--- src/rtl/cgra_pe_pkg.sv ---
package cgra_pe_pkg;

  localparam int RF_AW    = 2;
  localparam int RF_DEPTH = 1 << RF_AW;
  localparam int SEL_W    = 3;
  localparam int IMM_W    = 8;

  typedef enum logic [3:0] {
    OP_NOP    = 4'd0,
    OP_ADD    = 4'd1,
    OP_SUB    = 4'd2,
    OP_AND    = 4'd3,
    OP_OR     = 4'd4,
    OP_XOR    = 4'd5,
    OP_SHL    = 4'd6,
    OP_SHRL   = 4'd7,
    OP_SHRA   = 4'd8,
    OP_MUL    = 4'd9,
    OP_CMPEQ  = 4'd10,
    OP_CMPLTS = 4'd11,
    OP_CMPLTU = 4'd12,
    OP_PASS   = 4'd13,
    OP_RSV14  = 4'd14,
    OP_RSV15  = 4'd15
  } opcode_e;

  // operand select codes above the neighbour range
  localparam logic [SEL_W-1:0] SRC_RF   = 3'd4;
  localparam logic [SEL_W-1:0] SRC_IMM  = 3'd5;
  localparam logic [SEL_W-1:0] SRC_SELF = 3'd6;
  localparam logic [SEL_W-1:0] SRC_ZERO = 3'd7;

  // predicate select codes above the neighbour range
  localparam logic [SEL_W-1:0] PSEL_OWN1 = 3'd4;
  localparam logic [SEL_W-1:0] PSEL_OWN2 = 3'd5;
  localparam logic [SEL_W-1:0] PSEL_ONE  = 3'd6;
  localparam logic [SEL_W-1:0] PSEL_ZERO = 3'd7;

  typedef struct packed {
    opcode_e            op;
    logic [SEL_W-1:0]   srcASel;
    logic [SEL_W-1:0]   srcBSel;
    logic [SEL_W-1:0]   predSel;
    logic [RF_AW-1:0]   rdAddrA;
    logic [RF_AW-1:0]   rdAddrB;
    logic [RF_AW-1:0]   wrAddr;
    logic               wrEn;
    logic [IMM_W-1:0]   imm;
  } ctx_t;

  localparam int CTX_W = $bits(ctx_t);

  // strobes from control to datapath
  typedef struct packed {
    logic               advance;
    logic               commit;
    logic               rfWrite;
    logic               cmpOp;
    opcode_e            op;
    logic [SEL_W-1:0]   srcASel;
    logic [SEL_W-1:0]   srcBSel;
    logic [RF_AW-1:0]   rdAddrA;
    logic [RF_AW-1:0]   rdAddrB;
    logic [RF_AW-1:0]   wrAddr;
    logic [IMM_W-1:0]   imm;
  } strobe_t;

endpackage

--- src/rtl/cgra_pe_ctrl.sv ---
module cgra_pe_ctrl
  import cgra_pe_pkg::*;
#(
  parameter int NUM_CTX = 8,
  parameter int NUM_NBR = 4,
  localparam int CTX_AW = (NUM_CTX > 1) ? $clog2(NUM_CTX) : 1
) (
  input  logic              clk,
  input  logic              rstN,
  input  logic              runEn,
  input  logic [CTX_AW-1:0] ctxIdx,
  input  logic              cfgWe,
  input  logic [CTX_AW-1:0] cfgAddr,
  input  logic [CTX_W-1:0]  cfgData,
  input  logic [NUM_NBR-1:0] nbrPred,
  input  logic              ownPred1,
  input  logic              ownPred2,
  output strobe_t           stb,
  output logic              predIn
);

  ctx_t ctxMem [NUM_CTX];
  ctx_t cur;
  logic isNop;
  logic isCmp;
  logic cfgInRange;
  logic idxInRange;

  assign cfgInRange = {1'b0, cfgAddr} < (CTX_AW + 1)'(NUM_CTX);
  assign idxInRange = {1'b0, ctxIdx}  < (CTX_AW + 1)'(NUM_CTX);

  // context storage: loadable only while parked
  always_ff @(posedge clk or negedge rstN) begin
    if (!rstN) begin
      for (int i = 0; i < NUM_CTX; i++) ctxMem[i] <= '0;
    end else if (cfgWe && !runEn && cfgInRange) begin
      ctxMem[cfgAddr] <= ctx_t'(cfgData);
    end
  end

  assign cur = idxInRange ? ctxMem[ctxIdx] : '0;

  // predicate input multiplexer
  always_comb begin
    predIn = 1'b0;
    case (cur.predSel)
      PSEL_OWN1: predIn = ownPred1;
      PSEL_OWN2: predIn = ownPred2;
      PSEL_ONE:  predIn = 1'b1;
      PSEL_ZERO: predIn = 1'b0;
      default: begin
        for (int n = 0; n < NUM_NBR; n++)
          if (cur.predSel == SEL_W'(n)) predIn = nbrPred[n];
      end
    endcase
  end

  always_comb begin
    isNop = cur.op inside {OP_NOP, OP_RSV14, OP_RSV15};
    isCmp = cur.op inside {OP_CMPEQ, OP_CMPLTS, OP_CMPLTU};
    stb.advance = runEn;
    stb.commit  = runEn && predIn && !isNop;
    stb.rfWrite = runEn && predIn && !isNop && cur.wrEn;
    stb.cmpOp   = isCmp;
    stb.op      = cur.op;
    stb.srcASel = cur.srcASel;
    stb.srcBSel = cur.srcBSel;
    stb.rdAddrA = cur.rdAddrA;
    stb.rdAddrB = cur.rdAddrB;
    stb.wrAddr  = cur.wrAddr;
    stb.imm     = cur.imm;
  end

endmodule

--- src/rtl/cgra_pe_dp.sv ---
module cgra_pe_dp
  import cgra_pe_pkg::*;
#(
  parameter int WIDTH   = 32,
  parameter int NUM_NBR = 4,
  parameter bit HAS_MUL = 1'b1,
  localparam int SH_W   = $clog2(WIDTH)
) (
  input  logic                     clk,
  input  logic                     rstN,
  input  strobe_t                  stb,
  input  logic [NUM_NBR*WIDTH-1:0] nbrData,
  output logic [WIDTH-1:0]         dataOut,
  output logic                     predOut1,
  output logic                     predOut2
);

  logic [WIDTH-1:0] rf [RF_DEPTH];
  logic [WIDTH-1:0] immExt;
  logic [WIDTH-1:0] opndA;
  logic [WIDTH-1:0] opndB;
  logic [WIDTH-1:0] mulRes;
  logic [WIDTH-1:0] aluRes;
  logic [SH_W-1:0]  shAmt;
  logic             cmpFlag;

  assign immExt = {{(WIDTH - IMM_W){stb.imm[IMM_W-1]}}, stb.imm};

  // two identical operand multiplexers, one per source port
  for (genvar p = 0; p < 2; p++) begin : g_opnd
    logic [SEL_W-1:0] sel;
    logic [RF_AW-1:0] rdAddr;
    logic [WIDTH-1:0] val;
    assign sel    = (p == 0) ? stb.srcASel : stb.srcBSel;
    assign rdAddr = (p == 0) ? stb.rdAddrA : stb.rdAddrB;
    always_comb begin
      val = '0;
      case (sel)
        SRC_RF:   val = rf[rdAddr];
        SRC_IMM:  val = immExt;
        SRC_SELF: val = dataOut;
        SRC_ZERO: val = '0;
        default: begin
          for (int n = 0; n < NUM_NBR; n++)
            if (sel == SEL_W'(n)) val = nbrData[n*WIDTH +: WIDTH];
        end
      endcase
    end
  end

  assign opndA = g_opnd[0].val;
  assign opndB = g_opnd[1].val;
  assign shAmt = opndB[SH_W-1:0];

  if (HAS_MUL) begin : g_mul
    assign mulRes = WIDTH'(opndA * opndB);
  end else begin : g_nomul
    assign mulRes = '0;
  end

  always_comb begin
    aluRes  = '0;
    cmpFlag = 1'b0;
    case (stb.op)
      OP_ADD:    aluRes = opndA + opndB;
      OP_SUB:    aluRes = opndA - opndB;
      OP_AND:    aluRes = opndA & opndB;
      OP_OR:     aluRes = opndA | opndB;
      OP_XOR:    aluRes = opndA ^ opndB;
      OP_SHL:    aluRes = opndA << shAmt;
      OP_SHRL:   aluRes = opndA >> shAmt;
      OP_SHRA:   aluRes = $signed(opndA) >>> shAmt;
      OP_MUL:    aluRes = mulRes;
      OP_CMPEQ:  cmpFlag = (opndA == opndB);
      OP_CMPLTS: cmpFlag = ($signed(opndA) < $signed(opndB));
      OP_CMPLTU: cmpFlag = (opndA < opndB);
      OP_PASS:   aluRes = opndA;
      default:   aluRes = '0;
    endcase
    if (stb.cmpOp) aluRes = {{(WIDTH - 1){1'b0}}, cmpFlag};
  end

  // output registers
  always_ff @(posedge clk or negedge rstN) begin
    if (!rstN) begin
      dataOut  <= '0;
      predOut1 <= 1'b0;
      predOut2 <= 1'b0;
    end else if (stb.advance) begin
      predOut1 <= stb.commit && stb.cmpOp && cmpFlag;
      predOut2 <= stb.commit && stb.cmpOp && !cmpFlag;
      if (stb.commit) dataOut <= aluRes;
    end
  end

  // local register file, single write port
  always_ff @(posedge clk or negedge rstN) begin
    if (!rstN) begin
      for (int i = 0; i < RF_DEPTH; i++) rf[i] <= '0;
    end else if (stb.rfWrite) begin
      rf[stb.wrAddr] <= aluRes;
    end
  end

endmodule

--- src/rtl/cgra_pe.sv ---
module cgra_pe
  import cgra_pe_pkg::*;
#(
  parameter int WIDTH   = 32,
  parameter int NUM_NBR = 4,
  parameter int NUM_CTX = 8,
  parameter bit HAS_MUL = 1'b1,
  localparam int CTX_AW = (NUM_CTX > 1) ? $clog2(NUM_CTX) : 1
) (
  input  logic                     clk,
  input  logic                     rstN,
  input  logic                     runEn,
  input  logic [CTX_AW-1:0]        ctxIdx,
  input  logic                     cfgWe,
  input  logic [CTX_AW-1:0]        cfgAddr,
  input  logic [CTX_W-1:0]         cfgData,
  input  logic [NUM_NBR*WIDTH-1:0] nbrData,
  input  logic [NUM_NBR-1:0]       nbrPred,
  output logic [WIDTH-1:0]         dataOut,
  output logic                     predOut1,
  output logic                     predOut2
);

  strobe_t stb;
  logic    predIn;

  cgra_pe_ctrl #(
    .NUM_CTX (NUM_CTX),
    .NUM_NBR (NUM_NBR)
  ) ctrl_i (
    .clk      (clk),
    .rstN     (rstN),
    .runEn    (runEn),
    .ctxIdx   (ctxIdx),
    .cfgWe    (cfgWe),
    .cfgAddr  (cfgAddr),
    .cfgData  (cfgData),
    .nbrPred  (nbrPred),
    .ownPred1 (predOut1),
    .ownPred2 (predOut2),
    .stb      (stb),
    .predIn   (predIn)
  );

  cgra_pe_dp #(
    .WIDTH   (WIDTH),
    .NUM_NBR (NUM_NBR),
    .HAS_MUL (HAS_MUL)
  ) dp_i (
    .clk      (clk),
    .rstN     (rstN),
    .stb      (stb),
    .nbrData  (nbrData),
    .dataOut  (dataOut),
    .predOut1 (predOut1),
    .predOut2 (predOut2)
  );

endmodule

--- config.mk ---
export PLATFORM = sky130hd
export DESIGN_NAME = cgra_pe
export DESIGN_NICKNAME = d
export VERILOG_FILES = /design/src/rtl/cgra_pe_pkg.sv /design/src/rtl/cgra_pe_ctrl.sv /design/src/rtl/cgra_pe_dp.sv /design/src/rtl/cgra_pe.sv
export SDC_FILE = /design/constraint.sdc
export NUM_CORES = 2
export LEC_CHECK = 0
export CELL_PAD_IN_SITES_DETAIL_PLACEMENT = 1
export CELL_PAD_IN_SITES_GLOBAL_PLACEMENT = 2
export CORE_MARGIN = 3
export CORE_UTILIZATION = 37
export CTS_BUF_LIST = sky130_fd_sc_hd__clkbuf_2
export DETAILED_ROUTE_END_ITERATION = 7
export PLACE_DENSITY = 0.77
export SETUP_SLACK_MARGIN = 0.1
export SLEW_MARGIN = 20
export SYNTH_ARGS = -nofsm -noshare
export SYNTH_HDL_FRONTEND = slang
export SYNTH_HIERARCHICAL = 1
export SYNTH_SLANG_ARGS = --single-unit
--- constraint.sdc ---
create_clock -name clk -period 10.4 [get_ports clk]
set_clock_uncertainty 0.2 [all_clocks]
set_input_delay 2.08 -clock clk [delete_from_list [all_inputs] [get_ports clk]]
set_output_delay 2.08 -clock clk [all_outputs]
set_load 0.1 [all_outputs]
==> run metrics <==
Post-Syn Nets=5515; initial core utilization=0.373; CP Launch Type=primary input; failing checks=negative setup slack; Hold Violations, Final=0; status=finished, violations left; routability cong.=slightly below 1; placed cells=slightly below 7000; CTS buffer count=between 90 and 100; Area growth syn-to-layout=25.9%; Layout Nets=6205; Final Cell Area=about 56000 µm²; Hold Crit Start=ctrl_i/ctxMem[150]$_DFFE_PN0P_; RR Startpoint=ctrl_i/ctxMem[123]$_DFFE_PN0P_; non-filler cells, final=7075; largest net degree at the start of global routing=~130; layout cells sized above 1=0.312; Global Route Usage Sum=0.321; IO Port Bufs=~200; MaxCap Viol Count=0; routed via count=about 41000; CTS Sinks=386; crit share post-route=1.01; Die Ht=354 µm; Mean Syn Cell Area=9.50 µm²; Slew headroom=0.246; Post-route DRC=0; Die Span X=354 µm; drt total wl=slightly above 200000 µm; Starting DRT DRC Count=approximately 3400; Least-Margin Pin Slew=between 1 and 1.5 ns; min cycle time layout=roughly 10 ns; clock latency on the worst-skew pair=around 1.2 ns; CP Capture Type=flip-flop; Post-DP HPWL=163000 µm; slowest cell delay on critical path=0.59 ns; first-pass GRT wire length=between 200000 and 300000 µm; CTS tree=yes; placed cell area=53200 µm²; worst r2r path cells=34; WL/cell=slightly below 30 µm; unrepaired setup endpoints after global routing=true; Core ar.=approximately 120000 µm²; Root Buffer=clkbuf_2; Via density=~5.8; Worst path most repeated cell=fa_1; H-tree depth=3; worst hold path class=flip-flop to flip-flop; crit path max fanout=12; Worst Setup SP=ctxIdx[0]; row cnt=127; slowest stage cell on the critical path=fa_1; post-synthesis instance area=roughly 45000 µm²; Hold Crit Depth=1; critical path data required time=around 11 ns; antenna viol nets, final=0; Critical Path AT=11.32 ns; Setup CP Type=primary input to flip-flop; die area=between 100000 and 150000 µm²; GRT overflow=0; Hold Buf Count CTS=0; DRT Pass-1 Iters=5; final setup vio count=8; worst-case clock buffer depth=3; initial antenna violation count=7; Fmax=about 95 MHz; vias in the first global route=~43000; Final Max Slew Viols=0; synth warn=6; worst setup margin=-0.0765 ns; utilization after layout=0.470; Reg clk slew, reported paths=approximately 0.1 ns; Post-Syn Instances=roughly 4700; I/O pin count=a little over 200
[state kept, by name, indices dropped and copies added (netlist names)]
| name | count |
|---|---|
| dp_i/predOut1 | 1 |
| dp_i/predOut2 | 1 |
| ctrl_i/ctxMem | 224 |
| dp_i/dataOut | 32 |
| dp_i/rf | 128 |
[per-stage QoR]
step / setup slack, ns / TNS, ns / hold slack [ns]
CTS: 0.104 / 0 / 0.309
global route: -0.171 / -2.04 / 0.326
global placement: -1.64 / -123.01 / 0.274
detailed placement: -1.77 / -138.50 / 0.288
floorplan: -0.628 / -32.33 / 0.260
finish: -0.0765 / -0.390 / 0.307
[final cells by class]
cell class,instances,area [µm²]
inverter,514,1970
clock inverter,16,101
fill,13441,63600
multi-input combinational,3501,33100
antenna,6,15.0
sequential,386,9660
clock buffer,136,681
timing repair buffer,904,8810
tap,1612,2020
[cell usage in the layout, fill, tap and decap left out, types with 22 or more instances in the layout]
cell / count
nand2_1: 611
buf_4: 541
inv_1: 454
nor2_1: 431
dfrtp_1: 386
fa_1: 371
mux2_2: 309
clkdlybuf4s50_1: 199
ha_1: 197
o21ai_0: 196
mux4_2: 148
a21oi_1: 137
clkbuf_2: 136
mux2i_1: 133
buf_12: 96
xnor2_1: 65
buf_6: 52
nor2_2: 44
inv_2: 44
o21ai_1: 41
nand3_1: 39
fa_2: 39
o211ai_1: 38
o221ai_1: 35
a21o_1: 29
a221oi_1: 29
o21ai_2: 27
nor3_1: 26
o21bai_1: 25
a211oi_1: 22
[critical path, delay by kind of cell]
family          cells  cell delay (ns)
buf+inv            11             1.41
simple gates        3             0.33
compound gates     10             2.07
fa+ha+maj           9             4.27
mux                 3             1.09
[layer usage]
metal,global-route usage,share of wire,up-vias
met5,0,0.00041,-
met4,0.151,0.057,12
li1,-,-,17516
met1,0.421,0.41,21291
met3,0.0599,0.078,435
met2,0.513,0.46,1754
[final timing paths]
check	to	slack, ns
min in group asynchronous	ctrl_i/ctxMem[30]$_DFFE_PN0P_	0.67
setup reg to reg	dp_i/dataOut[30]$_DFFE_PN0P_	0.67
hold reg to reg	ctrl_i/ctxMem[150]$_DFFE_PN0P_	0.31
max in group asynchronous	ctrl_i/ctxMem[128]$_DFFE_PN0P_	7.76
hold / removal	ctrl_i/ctxMem[150]$_DFFE_PN0P_	0.31
setup / recovery	dp_i/dataOut[30]$_DFFE_PN0P_	-0.08
[repair_timing]
action	in CTS	in global routing
buffers inserted	30	64
pin swaps	47	138
gates cloned	1	2
resized for setup	100	304
endpoints found under the setup margin	69	80
Power is left out: the tool's default activity adds up to more than one toggle a clock period on the data nets, which glitch-free logic cannot reach.
